File: src/rtl/sr_pkg.sv
package sr_pkg;

  typedef enum logic [2:0] {
    ST_ARM   = 3'd0,
    ST_IDLE  = 3'd1,
    ST_ONB   = 3'd2,
    ST_ON    = 3'd3,
    ST_OFFB  = 3'd4,
    ST_SLEEP = 3'd5,
    ST_WAKE  = 3'd6
  } sr_state_e;

endpackage

File: src/rtl/sr_blank_timer.sv
module sr_blank_timer #(
  parameter int TMR_W     = 16,
  parameter int ON_FLOOR  = 75,
  parameter int OFF_FLOOR = 150
) (
  input  logic             clk,
  input  logic             rst_n,
  input  logic             load_on_i,
  input  logic             load_off_i,
  input  logic             run_i,
  input  logic [TMR_W-1:0] ton_len_i,
  input  logic [TMR_W-1:0] toff_len_i,
  output logic             last_o
);

  localparam logic [TMR_W-1:0] ON_MIN  = TMR_W'(ON_FLOOR);
  localparam logic [TMR_W-1:0] OFF_MIN = TMR_W'(OFF_FLOOR);
  localparam logic [TMR_W-1:0] ONE     = TMR_W'(1);

  logic [TMR_W-1:0] cnt_q, cnt_d;
  logic [TMR_W-1:0] eff_on, eff_off;
  logic             cnt_en;

  // clamp each requested length to its floor
  always_comb begin
    eff_on  = (ton_len_i  < ON_MIN)  ? ON_MIN  : ton_len_i;
    eff_off = (toff_len_i < OFF_MIN) ? OFF_MIN : toff_len_i;
  end

  assign last_o = (cnt_q == ONE);

  always_comb begin
    cnt_d  = cnt_q;
    cnt_en = 1'b0;
    if (load_on_i) begin
      cnt_d  = eff_on;
      cnt_en = 1'b1;
    end else if (load_off_i) begin
      cnt_d  = eff_off;
      cnt_en = 1'b1;
    end else if (run_i && !last_o) begin
      cnt_d  = cnt_q - ONE;
      cnt_en = 1'b1;
    end
  end

  always_ff @(posedge clk or negedge rst_n) begin
    if (!rst_n)      cnt_q <= '0;
    else if (cnt_en) cnt_q <= cnt_d;
  end

endmodule

File: src/rtl/sr_sleep_timer.sv
module sr_sleep_timer #(
  parameter int PRESCALE    = 250,
  parameter int SLEEP_TICKS = 100000,
  parameter int WAKE_CYCLES = 125
) (
  input  logic clk,
  input  logic rst_n,
  input  logic trig_i,
  input  logic wake_run_i,
  output logic sleep_hit_o,
  output logic wake_done_o
);

  localparam int TICK_W = $clog2(SLEEP_TICKS + 1);
  localparam int WAKE_W = (WAKE_CYCLES > 1) ? $clog2(WAKE_CYCLES) : 1;
  localparam logic [TICK_W-1:0] TICK_LAST = TICK_W'(SLEEP_TICKS);
  localparam logic [WAKE_W-1:0] WAKE_LAST = WAKE_W'(WAKE_CYCLES - 1);

  logic tick;

  // prescaler: variant picked by PRESCALE
  generate
    if (PRESCALE > 1) begin : g_pre
      localparam int PRE_W = $clog2(PRESCALE);
      localparam logic [PRE_W-1:0] PRE_LAST = PRE_W'(PRESCALE - 1);
      logic [PRE_W-1:0] pre_q, pre_d;
      logic             pre_en;

      always_comb begin
        pre_en = trig_i || (pre_q != '0);
        if (!trig_i || (pre_q == PRE_LAST)) pre_d = '0;
        else                                pre_d = pre_q + 1'b1;
      end

      always_ff @(posedge clk or negedge rst_n) begin
        if (!rst_n)      pre_q <= '0;
        else if (pre_en) pre_q <= pre_d;
      end

      assign tick = trig_i && (pre_q == PRE_LAST);
    end else begin : g_nopre
      assign tick = trig_i;
    end
  endgenerate

  logic [TICK_W-1:0] tick_q, tick_d;
  logic              tick_en;

  assign sleep_hit_o = (tick_q == TICK_LAST);

  always_comb begin
    tick_d  = tick_q;
    tick_en = 1'b0;
    if (!trig_i) begin
      tick_d  = '0;
      tick_en = (tick_q != '0);
    end else if (tick && !sleep_hit_o) begin
      tick_d  = tick_q + 1'b1;
      tick_en = 1'b1;
    end
  end

  always_ff @(posedge clk or negedge rst_n) begin
    if (!rst_n)       tick_q <= '0;
    else if (tick_en) tick_q <= tick_d;
  end

  // recovery delay after leaving sleep
  logic [WAKE_W-1:0] wake_q, wake_d;
  logic              wake_en;

  assign wake_done_o = wake_run_i && (wake_q == WAKE_LAST);

  always_comb begin
    wake_en = wake_run_i || (wake_q != '0);
    wake_d  = wake_run_i ? wake_q + 1'b1 : '0;
  end

  always_ff @(posedge clk or negedge rst_n) begin
    if (!rst_n)       wake_q <= '0;
    else if (wake_en) wake_q <= wake_d;
  end

endmodule

File: src/rtl/sr_gate_ctrl.sv
module sr_gate_ctrl
  import sr_pkg::*;
#(
  parameter int TMR_W       = 16,
  parameter int ON_FLOOR    = 75,
  parameter int OFF_FLOOR   = 150,
  parameter int PRESCALE    = 250,
  parameter int SLEEP_TICKS = 100000,
  parameter int WAKE_CYCLES = 125
) (
  input  logic             clk,
  input  logic             rst_n,
  input  logic             below_on_i,
  input  logic             above_off_i,
  input  logic             trig_i,
  input  logic [TMR_W-1:0] ton_len_i,
  input  logic [TMR_W-1:0] toff_len_i,
  output logic             gate_o,
  output logic             sleep_o
);

  sr_state_e state_q, state_d;
  logic      tmr_last, sleep_hit, wake_done;
  logic      load_on, load_off, tmr_run;

  sr_blank_timer #(
    .TMR_W    (TMR_W),
    .ON_FLOOR (ON_FLOOR),
    .OFF_FLOOR(OFF_FLOOR)
  ) u_blank (
    .clk       (clk),
    .rst_n     (rst_n),
    .load_on_i (load_on),
    .load_off_i(load_off),
    .run_i     (tmr_run),
    .ton_len_i (ton_len_i),
    .toff_len_i(toff_len_i),
    .last_o    (tmr_last)
  );

  sr_sleep_timer #(
    .PRESCALE   (PRESCALE),
    .SLEEP_TICKS(SLEEP_TICKS),
    .WAKE_CYCLES(WAKE_CYCLES)
  ) u_sleep (
    .clk        (clk),
    .rst_n      (rst_n),
    .trig_i     (trig_i),
    .wake_run_i (state_q == ST_WAKE),
    .sleep_hit_o(sleep_hit),
    .wake_done_o(wake_done)
  );

  // next-state logic
  always_comb begin
    state_d = state_q;
    case (state_q)
      ST_ARM:   if (above_off_i && !trig_i) state_d = ST_IDLE;
      ST_IDLE:  if (below_on_i) state_d = ST_ONB;
      ST_ONB:   if (tmr_last) state_d = (above_off_i || trig_i) ? ST_OFFB : ST_ON;
      ST_ON:    if (above_off_i || trig_i) state_d = ST_OFFB;
      ST_OFFB: begin
        if (tmr_last) begin
          if (trig_i)          state_d = ST_ARM;
          else if (below_on_i) state_d = ST_ONB;
          else                 state_d = ST_IDLE;
        end
      end
      ST_SLEEP: if (!trig_i) state_d = ST_WAKE;
      ST_WAKE: begin
        if (trig_i)         state_d = ST_SLEEP;
        else if (wake_done) state_d = ST_ARM;
      end
      default:  state_d = ST_ARM;
    endcase
    if (sleep_hit && (state_q != ST_SLEEP) && (state_q != ST_WAKE))
      state_d = ST_SLEEP;
  end

  assign load_on  = (state_d == ST_ONB)  && (state_q != ST_ONB);
  assign load_off = (state_d == ST_OFFB) && (state_q != ST_OFFB);
  assign tmr_run  = (state_q == ST_ONB) || (state_q == ST_OFFB);

  // state register
  always_ff @(posedge clk or negedge rst_n) begin
    if (!rst_n) state_q <= ST_ARM;
    else        state_q <= state_d;
  end

  assign gate_o  = (state_q == ST_ONB)   || (state_q == ST_ON);
  assign sleep_o = (state_q == ST_SLEEP) || (state_q == ST_WAKE);

endmodule

File: config.mk
export PLATFORM = sky130hd
export DESIGN_NAME = sr_gate_ctrl
export DESIGN_NICKNAME = d
export VERILOG_FILES = /design/src/rtl/sr_pkg.sv /design/src/rtl/sr_blank_timer.sv /design/src/rtl/sr_sleep_timer.sv /design/src/rtl/sr_gate_ctrl.sv
export SDC_FILE = /design/constraint.sdc
export NUM_CORES = 1
export LEC_CHECK = 0
export BUFFER_PORTS_ARGS = -buffer_cell sky130_fd_sc_hd__buf_2
export CAP_MARGIN = 10
export CELL_PAD_IN_SITES_DETAIL_PLACEMENT = 1
export CELL_PAD_IN_SITES_GLOBAL_PLACEMENT = 2
export CORE_MARGIN = 5
export CORE_UTILIZATION = 39
export DETAILED_ROUTE_END_ITERATION = 7
export PLACE_DENSITY_LB_ADDON = 0.2
export SKIP_LAST_GASP = 1
export SYNTH_ARGS = -nofsm -noshare
export SYNTH_HDL_FRONTEND = slang
export SYNTH_HIERARCHICAL = 1
export SYNTH_SLANG_ARGS = --single-unit
File: constraint.sdc
create_clock -name clk -period 7.2 [get_ports clk]
set_input_delay 0.36 -clock clk [delete_from_list [all_inputs] [get_ports clk]]
set_output_delay 0.36 -clock clk [all_outputs]
set_load 0.005 [all_outputs]
# ---- After elaboration in Yosys (flattened, before gate mapping)
# Index checks and enable logic that the tools add are counted.
dict set report word_totals {
  elab_cells 81
  inputBits 37
  output_inout_bits 2
  reg_bits 51
}
dict set report classes {
  n_reduce_logical 26
  order_cmp 2
  eq_ne 17
  mux 27
  add_sub_neg 4
}
# op count
set ops {}
lappend ops {{16-bit two-way mux} 5}
lappend ops {{17-bit two-way mux} 2}
lappend ops {{3-bit two-way mux} 10}
lappend ops {{3-bit case mux with 7 select lines} 1}
lappend ops {{17-bit by 1-bit adder with 17-bit output, second input constant} 1}
lappend ops {{17-bit == test, second input constant} 1}
lappend ops {{17-bit nonzero test} 1}
lappend ops {{16-bit by 1-bit == test with 1-bit output, second input constant} 1}
lappend ops {{16-bit by 7-bit < comparator with 1-bit output, second input constant} 1}
lappend ops {{16-bit by 8-bit < comparator with 1-bit output, second input constant} 1}
lappend ops {{16-bit by 1-bit subtractor with 16-bit output, second input constant} 1}
lappend ops {{3-bit == test, second input constant} 4}
lappend ops {{3-bit by 2-bit == test with 1-bit output, second input constant} 3}
lappend ops {{1-bit logical AND} 9}
lappend ops {{3-bit != test, second input constant} 3}
lappend ops {{8-bit by 1-bit adder with 8-bit output, second input constant} 1}
lappend ops {{8-bit == test, second input constant} 1}
lappend ops {{8-bit two-way mux} 1}
lappend ops {{8-bit nonzero test} 1}
lappend ops {{7-bit by 1-bit adder with 7-bit output, second input constant} 1}
lappend ops {{7-bit == test, second input constant} 1}
lappend ops {{1-bit logical OR} 7}
lappend ops {{7-bit two-way mux} 1}
lappend ops {{7-bit nonzero test} 1}
lappend ops {{9 further kinds} 17}

# ---- Longest topological paths before layout
# Gate-level depths: netlist of the first run.
dict set report logic_depth {
  ltp_word 11
  ltp_mapped 17
  ltp_nobuf 14
}

# ---- Hierarchy
# The synthesis of the first run kept the hierarchy.
# module cells_per_inst area_per_inst_um2 instances
set by_module_without_submodules {}
lappend by_module_without_submodules {sr_sleep_timer 191 1811.7 1}
lappend by_module_without_submodules {sr_blank_timer 189 1473.9 1}
lappend by_module_without_submodules {sr_gate_ctrl 57 391.6 1}

# ---- Worst setup path before layout of the first run
# No wires, ideal clock.
dict set report synth_path {
  path_kind {reg2reg}
  from {register u_blank.cnt_q[1]}
  to {register u_blank.cnt_q[5]}
  synth_period_minus_slack_ns 3.092
  setup_slack_ns 4.108
  n_path_buf 2
  arrival_ns 3.027
  stages_incl_launch_ff 14
  path_cell_list {dfrtp_1 inv_1 ha_1 nor4b_2 and4_1 a211oi_1 or4_1 o311a_2 nor3_2 clkbuf_1 clkbuf_1 o211ai_1 o311ai_2 o21a_1}
}
dict set report synth_via {
  word_cells_on_any_way 20
}
# item line
set synth_lines {}
lappend synth_lines {{start, declared} sr_blank_timer.sv:20} ;# logic [TMR_W-1:0] cnt_q, cnt_d;
lappend synth_lines {{start signal, assigned} sr_blank_timer.sv:49} ;# else if (cnt_en) cnt_q <= cnt_d;
lappend synth_lines {{16-bit by 1-bit == test with 1-bit output (*)} sr_blank_timer.sv:30} ;# assign last_o = (cnt_q == ONE);
lappend synth_lines {{via tmr_last} sr_gate_ctrl.sv:23} ;# logic tmr_last, sleep_hit, wake_done;
lappend synth_lines {{3-bit two-way mux, on equally long branches} {sr_gate_ctrl.sv:63, sr_gate_ctrl.sv:60}}
lappend synth_lines {{3-bit case mux with 7 select lines (*)} sr_gate_ctrl.sv:57} ;# case (state_q)
lappend synth_lines {{3-bit two-way mux (*)} sr_gate_ctrl.sv:76} ;# if (sleep_hit && (state_q != ST_SLEEP) && (state_q != ST_WAKE))
lappend synth_lines {{3-bit by 2-bit == test with 1-bit output (*)} sr_gate_ctrl.sv:80} ;# assign load_on = (state_d == ST_ONB) && (state_q != ST_ONB);
lappend synth_lines {{1-bit logical AND (*)} sr_gate_ctrl.sv:80}
lappend synth_lines {{via load_on} sr_gate_ctrl.sv:24} ;# logic load_on, load_off, tmr_run;
lappend synth_lines {{3-bit nonzero test (no source line) or 1-bit two-way mux (tied branches)} -}
lappend synth_lines {{2-bit AND reduction (no source line)} -}
# The timed path passes the listed nets; every way through them passes the cells marked *. The select of a mux whose other input is x is not followed.
# A chain may end at the register's enable or synchronous reset.

# ---- Worst setup path after layout of the first run
dict set report layout_path {
  from {register u_blank.cnt_q[1]}
  to {register u_blank.cnt_q[15]}
}
# Same word-level chain as after synthesis.

==> results of run 1 <==
==> per-layer routing <==
| metal | share of wire [%] | routed length (µm) | vias up |
|---|---|---|---|
| met5 | 0 | 0 | - |
| met4 | 0.56 | 56 | 0 |
| met3 | 2.7 | 271 | 4 |
| met2 | 51 | 5079 | 34 |
| met1 | 46 | 4630 | 1683 |
| li1 | - | - | 1673 |
==> power breakdown <==
part | switching [mW] | total, mW | internal, mW
Sequential | 0.117 | 0.468 | 0.350
Clock | 0.104 | 0.175 | 0.0706
Combinational | 0.366 | 0.628 | 0.262
Total | 0.588 | 1.27 | 0.683
==> final cells by class <==
type,count,share of cell area (%)
Clock buffer,5,1.695
Inverter,28,2.589
Clock inverter,3,0.5549
Sequential cell,51,31.44
Timing Repair Buffer,41,5.240
Multi-Input combinational cell,343,55.06
Tap cell,111,3.422
==> logic make-up after synthesis <==
kind of cell    synth area share, %
fa+ha+maj                     3.062
flops                         34.71
compound gates                19.53
simple gates                  31.13
mux                           2.756
xor+xnor                      4.049
buf+inv                       4.763
==> metrics by stage <==
stage          power, mW  hold slack [ns]  area [µm²]  instances  utilization, %
2_1_floorplan     0.9273          0.06441        3677        437               -
3_3_place_gp       1.084           0.5040        3968        574           43.14
5_1_grt            1.384           0.2244        4059        582           44.14
4_1_cts            1.285           0.1934        4059        582           44.14
6_report           1.271           0.1649        4059        582           44.14
3_5_place_dp       1.102           0.5250        3968        574           43.14
==> sequential cells by signal, indices dropped and copies added, names as in the netlist <==
register,flops
u_sleep/tick_q,17
u_blank/cnt_q,16
u_sleep/g_pre.pre_q,8
u_sleep/wake_q,7
state_q,3
==> worst min-delay path by stage <==
stage | start | end | cells after the start
3_5_place_dp | u_sleep/tick_q[16] | u_sleep/tick_q[16] | 1
3_3_place_gp | u_sleep/tick_q[16] | u_sleep/tick_q[16] | 1
5_1_grt | rst_n | u_sleep/wake_q[5] | 2
2_1_floorplan | rst_n | state_q[0] | 0
6_report | rst_n | u_sleep/wake_q[5] | 2
4_1_cts | rst_n | u_blank/cnt_q[13] | 2
==> cells in the final DEF (no fill, tap or decap), types with 12 or more instances in the layout <==
master,instances
a21oi_1,30
nor2_1,29
dfrtp_1,51
buf_2,38
nand3_1,21
nor4_1,16
inv_1,27
o21ai_0,32
nand2_1,43
xnor2_1,12
nand2b_1,13
==> results, run 1 <==
- TritonCTS created 5 clock buffers.
- By area the synthesized netlist is led by dfrtp_1 (35%), nand2_1 (4.4%), o21ai_0 (4.4%).
- The beginning of the critical path is u_blank/cnt_q[1].
- For this configuration, the core starts out at a cell density of between 30% and 40%.
- Yosys printed 6 warnings.
- The leakage power is approximately 1.6 nW.
- Setup repair after global routing left no endpoint under its margin.
- Measured against its own limit, the worst slew margin works out to ~44%.
- The register-to-register setup slack is approximately 3.4 ns.
- The first routing iteration left between 70 and 80 violations.
- The antenna violation net count after detailed routing is 0.
- The peak-usage layer in the global routing report is met2.
- The sequential cell area is 0.001276 mm².
- For this run, the total global-route usage over all layers was measured as approximately 18%.
- The max-capacitance violation count is 0.
- The critical path contains buffers and inverters numbering 2 combined.
- The post-synthesis sequential area ratio is 34.71%.
- The estimated wirelength of the detail-placed design is ~7.6 mm.
- The critical path ends at u_blank/cnt_q[15].
- TritonCTS built the clock tree.
- Derived from the worst setup path, the maximum achievable clock frequency is 0.2648 GHz.
- The largest area contributor in the synthesized netlist is dfrtp_1.
- Clock-pin slew was measured on the worst setup and hold paths at 0.10 ns.
- Across all setup checks in the final design, the least slack found is around 3.4 ns.
- The transition at the pin with the smallest max-transition slack is 0.8329 ns.
- For this run, global-route usage on met1 was measured as about a quarter.
- The cell sitting at the root of the clock tree is a clkbuf_8.
- On the critical path, the stage with the largest delay is an instance of dfrtp_1.
- Counting cells, the worst reg-to-reg path comes to 13.
- In this run the count of I/O pins placed on the die edge is 39.
- Setup violations remaining at the end of the flow were counted as 0.
- The clock passes through at most 2 buffers.
- The vertical die dimension is approximately 110 µm.
- In this run the power density over the cells is 313.1 mW/mm².
- The number of unique standard cell types used by synthesis is 65.
- The number of max-slew violations in the final report was 0.
- Of all nets on the critical path, the largest fanout is 33.
- In the global route stage, met2 resource usage came out at between 30% and 40%.
- The required time at the worst-slack endpoint is ~7.4 ns.
- Walking the worst path, the cells encountered are inv_1 > ha_1 > nor4b_2 > and4_1 > a211oi_1 > or4_1 > o311a_2 > nor3_4 > buf_4 > nor2_1 > o21ai_2 > a21oi_1 > a2111oi_2.
- The final-report hold violation count is 0.
- The signed area change from the synthesized netlist to the final layout is 10.38%.
- After synthesis, the most frequently instantiated cells are dfrtp_1 (51), nand2_1 (43), o21ai_0 (32).
- Fill cells in the final layout number ~1200.
- Synthesis inferred 51 register bits.
- The width of the die is around 110 µm.
- For the worst setup path, the data arrival time is approximately 4.0 ns.
- The stage delay of the slowest cell on the critical path is about 0.43 ns.
- The final weighted congestion in routability-driven placement is 0.8331.
- The path type of the worst setup path is flop to flop.
- The overall die area is around 0.011 mm².
- The remaining global-route overflow is 0.
- After floorplanning, the core was divided into 35 placement rows.
- The net count of the finished layout is around 520.
- The share of the cycle needed by the critical path after routing is approximately 52%.
- The number of enable-type register cells in the synthesized netlist is 0.
- The share of post-route cells with drive strength above 1 is between 10% and 20%.
- In this run, post-CTS repair resized a total of 0 instances.
- The via count is roughly 3400.
- The routed design has 10.04 mm of wire.
- Before CTS, the worst setup slack after placement is between 3 and 4 ns.
- The H-tree was split into 2 levels.
- Across the VDD grid, the largest voltage drop is 0.1236 mV.
- The worst setup path is captured at a flop.
- In this run the critical register-to-register path is captured at u_blank/cnt_q[15].
- The flow ran to the end, and the final reports show no timing, DRC or antenna violations.
- The number of antenna diodes in the final layout is 0.
- The source of the worst register-to-register timing path is u_blank/cnt_q[1].
- After clock tree synthesis, the setup repair step added 0 buffers.
- After detailed routing, the number of remaining DRC violations is 0.
- The primary flip-flop cell chosen by synthesis mapping is dfrtp_1.
- The clock insertion delay at the later pin of the skew report is 0.31 ns.
- The area of the mapped netlist is between 0.003 and 0.004 mm².
- The post-detailed-route wirelength per cell is 17.25 µm.
- The category of the worst setup path launch point is a flop.
- The count of hold-fix buffers inserted at cts is 0.
- The clock arrives with 0.009802 ns of skew.
- The share of the synthesized area in the top cell type is 34.71%.
- The wire length of the first global-routing pass is between 15 and 20 mm.
- Global routing used 2.468% of the available met3 tracks.
- The count of TritonRoute iterations in the first routing pass is 4.
- The detailed-route vias per instance is between 5 and 6.
- After synthesis, the share of flip-flops with an asynchronous set or reset is 100.0%.
- The number of antenna violations at the first check in global routing is 0.
- The total core area is between 0.009 and 0.01 mm².
- Summing all multi-input logic gate instances after layout gives roughly 0.0022 mm².
- Counting buffers and inverters, the worst setup path is 13 cells deep.
- dfrtp_1 is the most common cell in the netlist.
- The min-delay analysis places its worst path in the category primary input to asynchronous set/reset pin.
- In the final timing run, aggregate negative setup slack is 0 ns.
- Counting every sink on the clock net gives around 50.
- On the critical path the largest part of the delay comes from simple AND/OR/NAND/NOR gates.
- The average cell area after synthesis is ~8.4 µm².
- The synthesized instance count is about 440.
- Subtracting the final worst setup slack from the clock period gives 3.777 ns.
- The total nets after synthesis is 483.
- The number of buffer cells added on primary ports is 38.
- The via count of the first global-routing pass is between 3000 and 4000.
- The pin count of the biggest net entering global routing is between 50 and 60.
No activity file was read; power rests on OpenSTA's default activity.
==> run 2: changes to the inputs <==
- CORE_UTILIZATION: 39 -> 36
- clock period: 7.2 -> 3.69 ns (I/O delays scaled with it)
==> run 2 against run 1 <==
Hold slack worse by 0.023 ns. Critical path depth is 2 lower. Die area is 7.5% higher. Sequential power is 85% higher. Setup slack worse by 3.1 ns. Clock-buffer cell count stayed put. Combinational power is 110% higher. Clock skew is 0.0022 ns higher. First-iteration DRC count is 84% higher. Via count is 1.4% higher. Largest power group unchanged.
==> results, run 2 (same netlist as run 1, synthesis figures left out) <==
- Outcome: completed (unchanged).
- The via count is 3440 (was 3394).
- Unrepaired setup endpoints after global routing: no (unchanged).
- The setup violation total in the final timing report is 0 (unchanged).
- The number of diodes is 0 (unchanged).
- The combinational share of power came to 51.9% (was 49.4%).
- The leakage power came to 1.666 nW (was 1.633 nW).
- The path type of the worst min-delay path is primary input to flop (was primary input to asynchronous set/reset pin).
- The total core area is 0.009864 mm² (was 0.009196 mm²).
- The worst hold path begins at ton_len_i[13].
- The flip-flop count of the largest register, all copies and words added is 17 (unchanged).
- The sequential fraction of design power is 34.2% (was 36.8%).
- The count of TritonRoute iterations in the first routing pass came to 4 (unchanged).
- The multi-input gate area in the final layout is 0.002235 mm² (unchanged).
- The register-to-register setup slack is 0.34 ns (was 3.42 ns).
- The power density over cell area is 609.8 mW/mm² (was 313.1 mW/mm²).
- The number of buffer cells added on primary ports came to 38 (unchanged).
- The max-capacitance violation count is 0 (unchanged).
- The DRC violation count after routing came to 0 (unchanged).
- The path type of the worst setup path is flop to flop (unchanged).
- The endpoint kind of the worst setup timing path is a flop (unchanged).
- The depth of the worst register-to-register path came to 11 (was 13).
- The largest fanout of any net on the critical path is 14 (was 33).
- Biggest regs: u_sleep/tick_q (17), u_blank/cnt_q (16), u_sleep/g_pre.pre_q (8) (unchanged).
- The power after layout was 2.529 mW (was 1.271 mW).
- The global-route usage over all layers was 17.22% (was 18.04%).
- The final-report hold violation count is 0 (unchanged).
- The share of the cycle needed by the critical path after routing is 90.88% (was 52.45%).
- The clock buffer count from CTS is 5 (unchanged).
- The detailed-route vias per instance is 5.630 (was 5.832).
- The most common cell after layout, fill and taps aside was dfrtp_1 (unchanged).
- The number of buffers between clock root and the deepest sink is 2 (unchanged).
- The number of nets in the final layout was 523 (was 516).
- The estimated wirelength of the detail-placed design is 8.016 mm (was 7.596 mm).
- Commonest non-fill, non-tap cells in the layout: dfrtp_1 (51), nand2_1 (43), buf_2 (38) (unchanged).
- The register name with the most flops is u_sleep/tick_q (unchanged).
- The via count of the first global-routing pass was 3519 (was 3462).
- The antenna violation net count after detailed routing is 0 (unchanged).
- The wire length of the first global-routing pass is 17.90 mm (was 17.05 mm).
- The width of the die is 111.1 µm (was 107.1 µm).
- The hold-critical path depth is 3.
- The filler cell count is 1201 (was 1152).
- The clock insertion delay at the later pin of the skew report is 0.32 ns (was 0.31 ns).
- The routed length on met1 is 4.827 mm (was 4.630 mm).
- The overall die area came to 0.01234 mm² (was 0.01147 mm²).
- The signed area change from the synthesized netlist to the final layout is 12.76% (was 10.38%).
- The clock sink total was 51 (unchanged).
- The initial detailed-routing violation count is 134 (was 73).
- The tightest slew margin relative to the limit is 42.52% (was 44.47%).
- The category of the worst setup path launch point is a flop (unchanged).
- The remaining global-route overflow came to 0 (unchanged).
- The switching component of the power came to 1.163 mW (was 0.5876 mW).
- The number of antenna violations at the first check in global routing is 0 (unchanged).
- The clock share of power is 13.9% (was 13.8%).
- The design internal power was 1.366 mW (was 0.6832 mW).
- The net switching share of the total power is 45.98% (was 46.24%).
- The routed wire length on met2 is 5.319 mm (was 5.079 mm).
- The capture instance of the worst register-to-register path is u_blank/cnt_q[14] (was u_blank/cnt_q[15]).
- The deepest level of the CTS H-tree is 2 (unchanged).
- The vertical die dimension was 111.1 µm (was 107.1 µm).
- The highest metal layer used by the detailed router is met4 (unchanged).
- The number of placement rows is 36 (was 35).
- The CTS tree is yes (unchanged).
- The peak clock frequency supported by timing is 0.2982 GHz (was 0.2648 GHz).
- The post-detailed-route wirelength per cell is 17.04 µm (was 17.25 µm).
- The sequential cell area is 0.001276 mm² (unchanged).
- The CTS clock-pin slew for the worst setup and hold paths is 0.10 ns (about the same).
- The wire length on met3 came to 216 µm (was 271 µm).
- The share of post-route cells with drive strength above 1 is 15.90% (was 14.86%).
- The source of the worst register-to-register timing path was u_sleep/tick_q[0] (was u_blank/cnt_q[1]).
- The number of max-slew violations in the final report came to 0 (unchanged).
- The worst hold slack after final layout is 0.1416 ns (was 0.1649 ns).
- The end point of the worst hold path is u_blank/cnt_q[13].
- The transition at the pin with the smallest max-transition slack came to 0.8543 ns (was 0.8329 ns).
- The arrival time of the worst setup path is 3.60 ns (was 3.99 ns).
- The starting utilization of the core area was 37.28% (was 39.99%).
- The root cell of the clock tree is clkbuf_8 (unchanged).
- The clock skew after layout is 0.01203 ns (was 0.009802 ns).
- The summed negative setup slack over all endpoints came to 0 ns (unchanged).
- The number of placed I/O pins is 39 (unchanged).
- The required time at the worst-slack endpoint is 3.94 ns (was 7.41 ns).
- The post-detailed-routing wire length is 10.41 mm (was 10.04 mm).
- The maximum VDD drop was 0.1960 mV (was 0.1236 mV).
- The final weighted congestion in routability-driven placement is 0.8460 (was 0.8331).
- The post-CTS setup repair buffer count was 0 (unchanged).
- The pin count of the biggest net entering global routing came to 31 (was 52).
- The final critical delay including setup and external delays came to 3.354 ns (was 3.777 ns).
run 2: worst max-delay path, cell delays in order (launching register included):
cell,delay [ns]
dfrtp_1,0.44
inv_1,0.07
ha_1,0.15
nor4b_1,0.43
and4_1,0.29
a21oi_1,0.05
o311ai_1,0.65
nor2_2,0.14
buf_4,0.22
or4_1,0.49
o21ai_0,0.16
a32o_1,0.18
run 2: timing repair:
action                    CTS  global route
hold buffers                1             0
hold endpoints to repair   21             0
resized for setup           0             0
run 2: final cells by class:
type,count,area share [%]
Sequential cell,51,30.78
Multi-Input combinational cell,343,53.89
Tap cell,133,4.013
Clock buffer,5,1.660
Clock inverter,3,0.6638
Inverter,28,2.535
Timing Repair Buffer,48,6.457
run 2: through the flow:
step	instances	util, %	worst slack [ns]	instance area [µm²]
final	611	42.03	0.3364	4146
after global routing	611	42.03	0.06205	4146
after CTS	611	42.03	0.3535	4146
after detailed placement	602	40.96	0.3654	4040
after global placement	602	40.96	0.5082	4040
after floorplan	437	-	0.5984	3677
run 2: how the worst max path moves through the flow:
stage | endpoint | from
floorplan | u_blank/cnt_q[5] | u_blank/cnt_q[1]
global placement | u_blank/cnt_q[1] | u_blank/cnt_q[1]
detailed placement | u_blank/cnt_q[15] | u_blank/cnt_q[1]
CTS | u_blank/cnt_q[15] | u_blank/cnt_q[1]
global route | u_blank/cnt_q[15] | u_sleep/tick_q[0]
finish | u_blank/cnt_q[14] | u_sleep/tick_q[0]
run 2: metal layers:
metal  vias up  GRT usage (%)
met5         -              0
met2        33          30.38
met4         0          3.650
met3         2          2.347
li1       1694              -
met1      1711          22.50
run 2: power by group through the flow:
stage          registers [mW]  clock network, mW  logic [mW]
2_1_floorplan           0.840                  0       0.970
3_3_place_gp            0.869                  0        1.30
3_5_place_dp            0.874                  0        1.32
4_1_cts                 0.865              0.372        1.32
5_1_grt                 0.889              0.389        1.48
6_report                0.865              0.352        1.31
==> run 3: changes to the inputs <==
- CORE_ASPECT_RATIO: not set -> 1.2
==> run 3 against run 2 <==
Clock-buffer cell count rose by 1. Clock skew decreased by 0.0067 ns. Register-to-register slack got worse by 0.10 ns. Largest power group unchanged. Sequential power rose by 2.9%. Global-route usage grew 1.5 points. Setup slack worse by 0.10 ns. Total power grew 9.1%. Sequential cell count unchanged. Sequential share of layout area down 0.45 points. Highest routed layer unchanged. Cell count fell by 1.5%. Cell area rose by 1.5%.
==> results, run 3 (same netlist as run 1, synthesis figures left out) <==
- The initial detailed-routing violation count came to 80 (was 134).
- The standard cell area after detailed placement was 0.004016 mm² (was 0.004040 mm²).
- The clock insertion delay at the later pin of the skew report is 0.30 ns (was 0.32 ns).
- Biggest regs: u_sleep/tick_q (17), u_blank/cnt_q (16), u_sleep/g_pre.pre_q (8) (unchanged).
- The number of buffer cells added on primary ports is 38 (unchanged).
- The endpoint kind of the worst setup timing path is a flop (unchanged).
- The share of the cycle needed by the critical path after routing is 93.67% (was 90.88%).
- The number of diodes is 0 (unchanged).
- The required time at the worst-slack endpoint came to 3.92 ns (was 3.94 ns).
- The number of placement rows was 40 (was 36).
- The number of buffers between clock root and the deepest sink is 2 (unchanged).
- The max-capacitance violation count is 0 (unchanged).
- The number of nets in the final layout is 521 (was 523).
- The via count was 3504 (was 3440).
- The signed area change from the synthesized netlist to the final layout is 14.43% (was 12.76%).
- The detailed-route vias per instance was 5.821 (was 5.630).
- The summed negative setup slack over all endpoints came to 0 ns (unchanged).
- The number of placed I/O pins is 39 (unchanged).
- The filler cell count came to 1222 (was 1201).
- Unrepaired setup endpoints after global routing: no (unchanged).
- The overall die area is 0.01234 mm² (about the same).
- The leakage power is 1.698 nW (was 1.666 nW).
- The path type of the worst setup path is flop to flop (unchanged).
- The CTS clock-pin slew for the worst setup and hold paths is 0.07 ns (was 0.10 ns).
- The CTS tree is yes (unchanged).
- The remaining global-route overflow is 0 (unchanged).
- The clock skew after layout is 0.005298 ns (was 0.01203 ns).
- The total core area is 0.01001 mm² (was 0.009864 mm²).
- The vertical die dimension is 120.7 µm (was 111.1 µm).
- The register name with the most flops is u_sleep/tick_q (unchanged).
- The setup violation total in the final timing report is 0 (unchanged).
- The number of antenna violations at the first check in global routing came to 0 (unchanged).
- Commonest non-fill, non-tap cells in the layout: dfrtp_1 (51), nand2_1 (43), buf_2 (38) (unchanged).
- The post-detailed-routing wire length is 10.81 mm (was 10.41 mm).
- The category of the worst setup path launch point is a flop (unchanged).
- The DRC violation count after routing is 0 (unchanged).
- The width of the die is 102.3 µm (was 111.1 µm).
- The estimated wirelength of the detail-placed design is 8.239 mm (was 8.016 mm).
- The pin count of the biggest net entering global routing is 31 (unchanged).
- The share of post-route cells with drive strength above 1 came to 15.55% (was 15.90%).
- The flip-flop count of the largest register, all copies and words added is 17 (unchanged).
- The transition at the pin with the smallest max-transition slack came to 0.8924 ns (was 0.8543 ns).
- The deepest level of the CTS H-tree is 2 (unchanged).
- The root cell of the clock tree is clkbuf_16 (was clkbuf_8).
- The tightest slew margin relative to the limit came to 39.96% (was 42.52%).
- The final-report hold violation count is 0 (unchanged).
- The arrival time of the worst setup path is 3.69 ns (was 3.60 ns).
- The final weighted congestion in routability-driven placement came to 0.8477 (was 0.8460).
- The antenna violation net count after detailed routing is 0 (unchanged).
- The maximum VDD drop is 0.2557 mV (was 0.1960 mV).
- The clock sink total is 51 (unchanged).
- The final critical delay including setup and external delays is 3.456 ns (was 3.354 ns).
- The via count of the first global-routing pass came to 3627 (was 3519).
- The wire length of the first global-routing pass is 18.49 mm (was 17.90 mm).
- The global-route usage over all layers was 18.68% (was 17.22%).
- The count of TritonRoute iterations in the first routing pass is 4 (unchanged).
- The path type of the worst min-delay path is primary input to flop (unchanged).
- The power density over cell area came to 655.4 mW/mm² (was 609.8 mW/mm²).
- The largest fanout of any net on the critical path was 30 (was 14).
- The starting utilization of the core area was 36.74% (was 37.28%).
- The clock buffer count from CTS is 5 (unchanged).
- The post-detailed-route wirelength per cell is 17.96 µm (was 17.04 µm).
- The most common cell after layout, fill and taps aside is dfrtp_1 (unchanged).
- The post-route standard cell area excluding fillers is 0.004208 mm² (was 0.004146 mm²).
- The number of max-slew violations in the final report came to 0 (unchanged).
- The peak clock frequency supported by timing is 0.2893 GHz (was 0.2982 GHz).
- Outcome: completed (unchanged).
-- run 3: per-layer routing --
metal / global-route usage [%] / up-vias / share of wire [%] / wire length, µm
met5: 0 / - / 0 / 0
met3: 2.250 / 8 / 3.1 / 330
li1: - / 1686 / - / -
met2: 33.09 / 44 / 52 / 5655
met4: 4.676 / 0 / 1.1 / 118
met1: 23.80 / 1766 / 44 / 4706
-- run 3: critical path, cell delays in order, from the launching register on --
cell and delay [ns]:
dfrtp_1 0.40, inv_1 0.12, ha_1 0.16, nor4b_2 0.30, and4_1 0.44, a211oi_1 0.11, or4_1 0.41, o311a_2 0.18
nand3_1 0.10, nor2_2 0.05, buf_4 0.26, or4_1 0.51, o21ai_0 0.16, a32o_1 0.19
-- run 3: per-stage QoR --
stage | setup WS, ns | cells | hold slack [ns] | power, mW | util (%)
2_1_floorplan | 0.5984 | 437 | -0.1111 | 1.809 | -
3_3_place_gp | 0.4530 | 593 | 0.2862 | 2.174 | 40.13
3_5_place_dp | 0.2999 | 593 | 0.2847 | 2.201 | 40.13
4_1_cts | 0.2715 | 602 | 0.1630 | 2.771 | 41.96
5_1_grt | 0.009250 | 602 | 0.1727 | 2.991 | 42.04
6_report | 0.2338 | 602 | 0.1632 | 2.758 | 42.04
-- run 3: cell type report --
| cell class | instances | area (µm²) | area share, % |
|---|---|---|---|
| Clock buffer | 6 | 138.9 | 3.301 |
| Inverter | 28 | 105.1 | 2.498 |
| Clock inverter | 2 | 35.03 | 0.8326 |
| Multi-Input combinational cell | 343 | 2242 | 53.29 |
| Sequential cell | 51 | 1276 | 30.33 |
| Tap cell | 126 | 157.7 | 3.747 |
| Timing Repair Buffer | 46 | 252.7 | 6.007 |
-- run 3: final timing paths --
kind,start,endpoint,slack (ns),cells past startpoint
max,u_blank/cnt_q[1],u_blank/cnt_q[14],0.23,13
min,ton_len_i[7],u_blank/cnt_q[7],0.16,3
max reg2reg,u_blank/cnt_q[1],u_blank/cnt_q[14],0.23,13
min reg2reg,u_sleep/tick_q[16],u_sleep/tick_q[16],0.54,1
max in group asynchronous,rst_n,state_q[1],2.42,3
min in group asynchronous,rst_n,u_blank/cnt_q[11],0.48,2
-- run 3: timing repair --
item / 4_1_cts / 5_1_grt
setup buffers: 0 / 0
endpoints found under the setup margin: 0 / 2
resized for setup: 0 / 1
hold buffers: 1 / 0
endpoints found under the hold margin: 28 / 0
-- run 3: power by group --
group          internal [mW]  switching, mW  total (mW)
Combinational          0.534          0.777        1.31
Clock                  0.338          0.219       0.557
Sequential             0.685          0.205       0.890
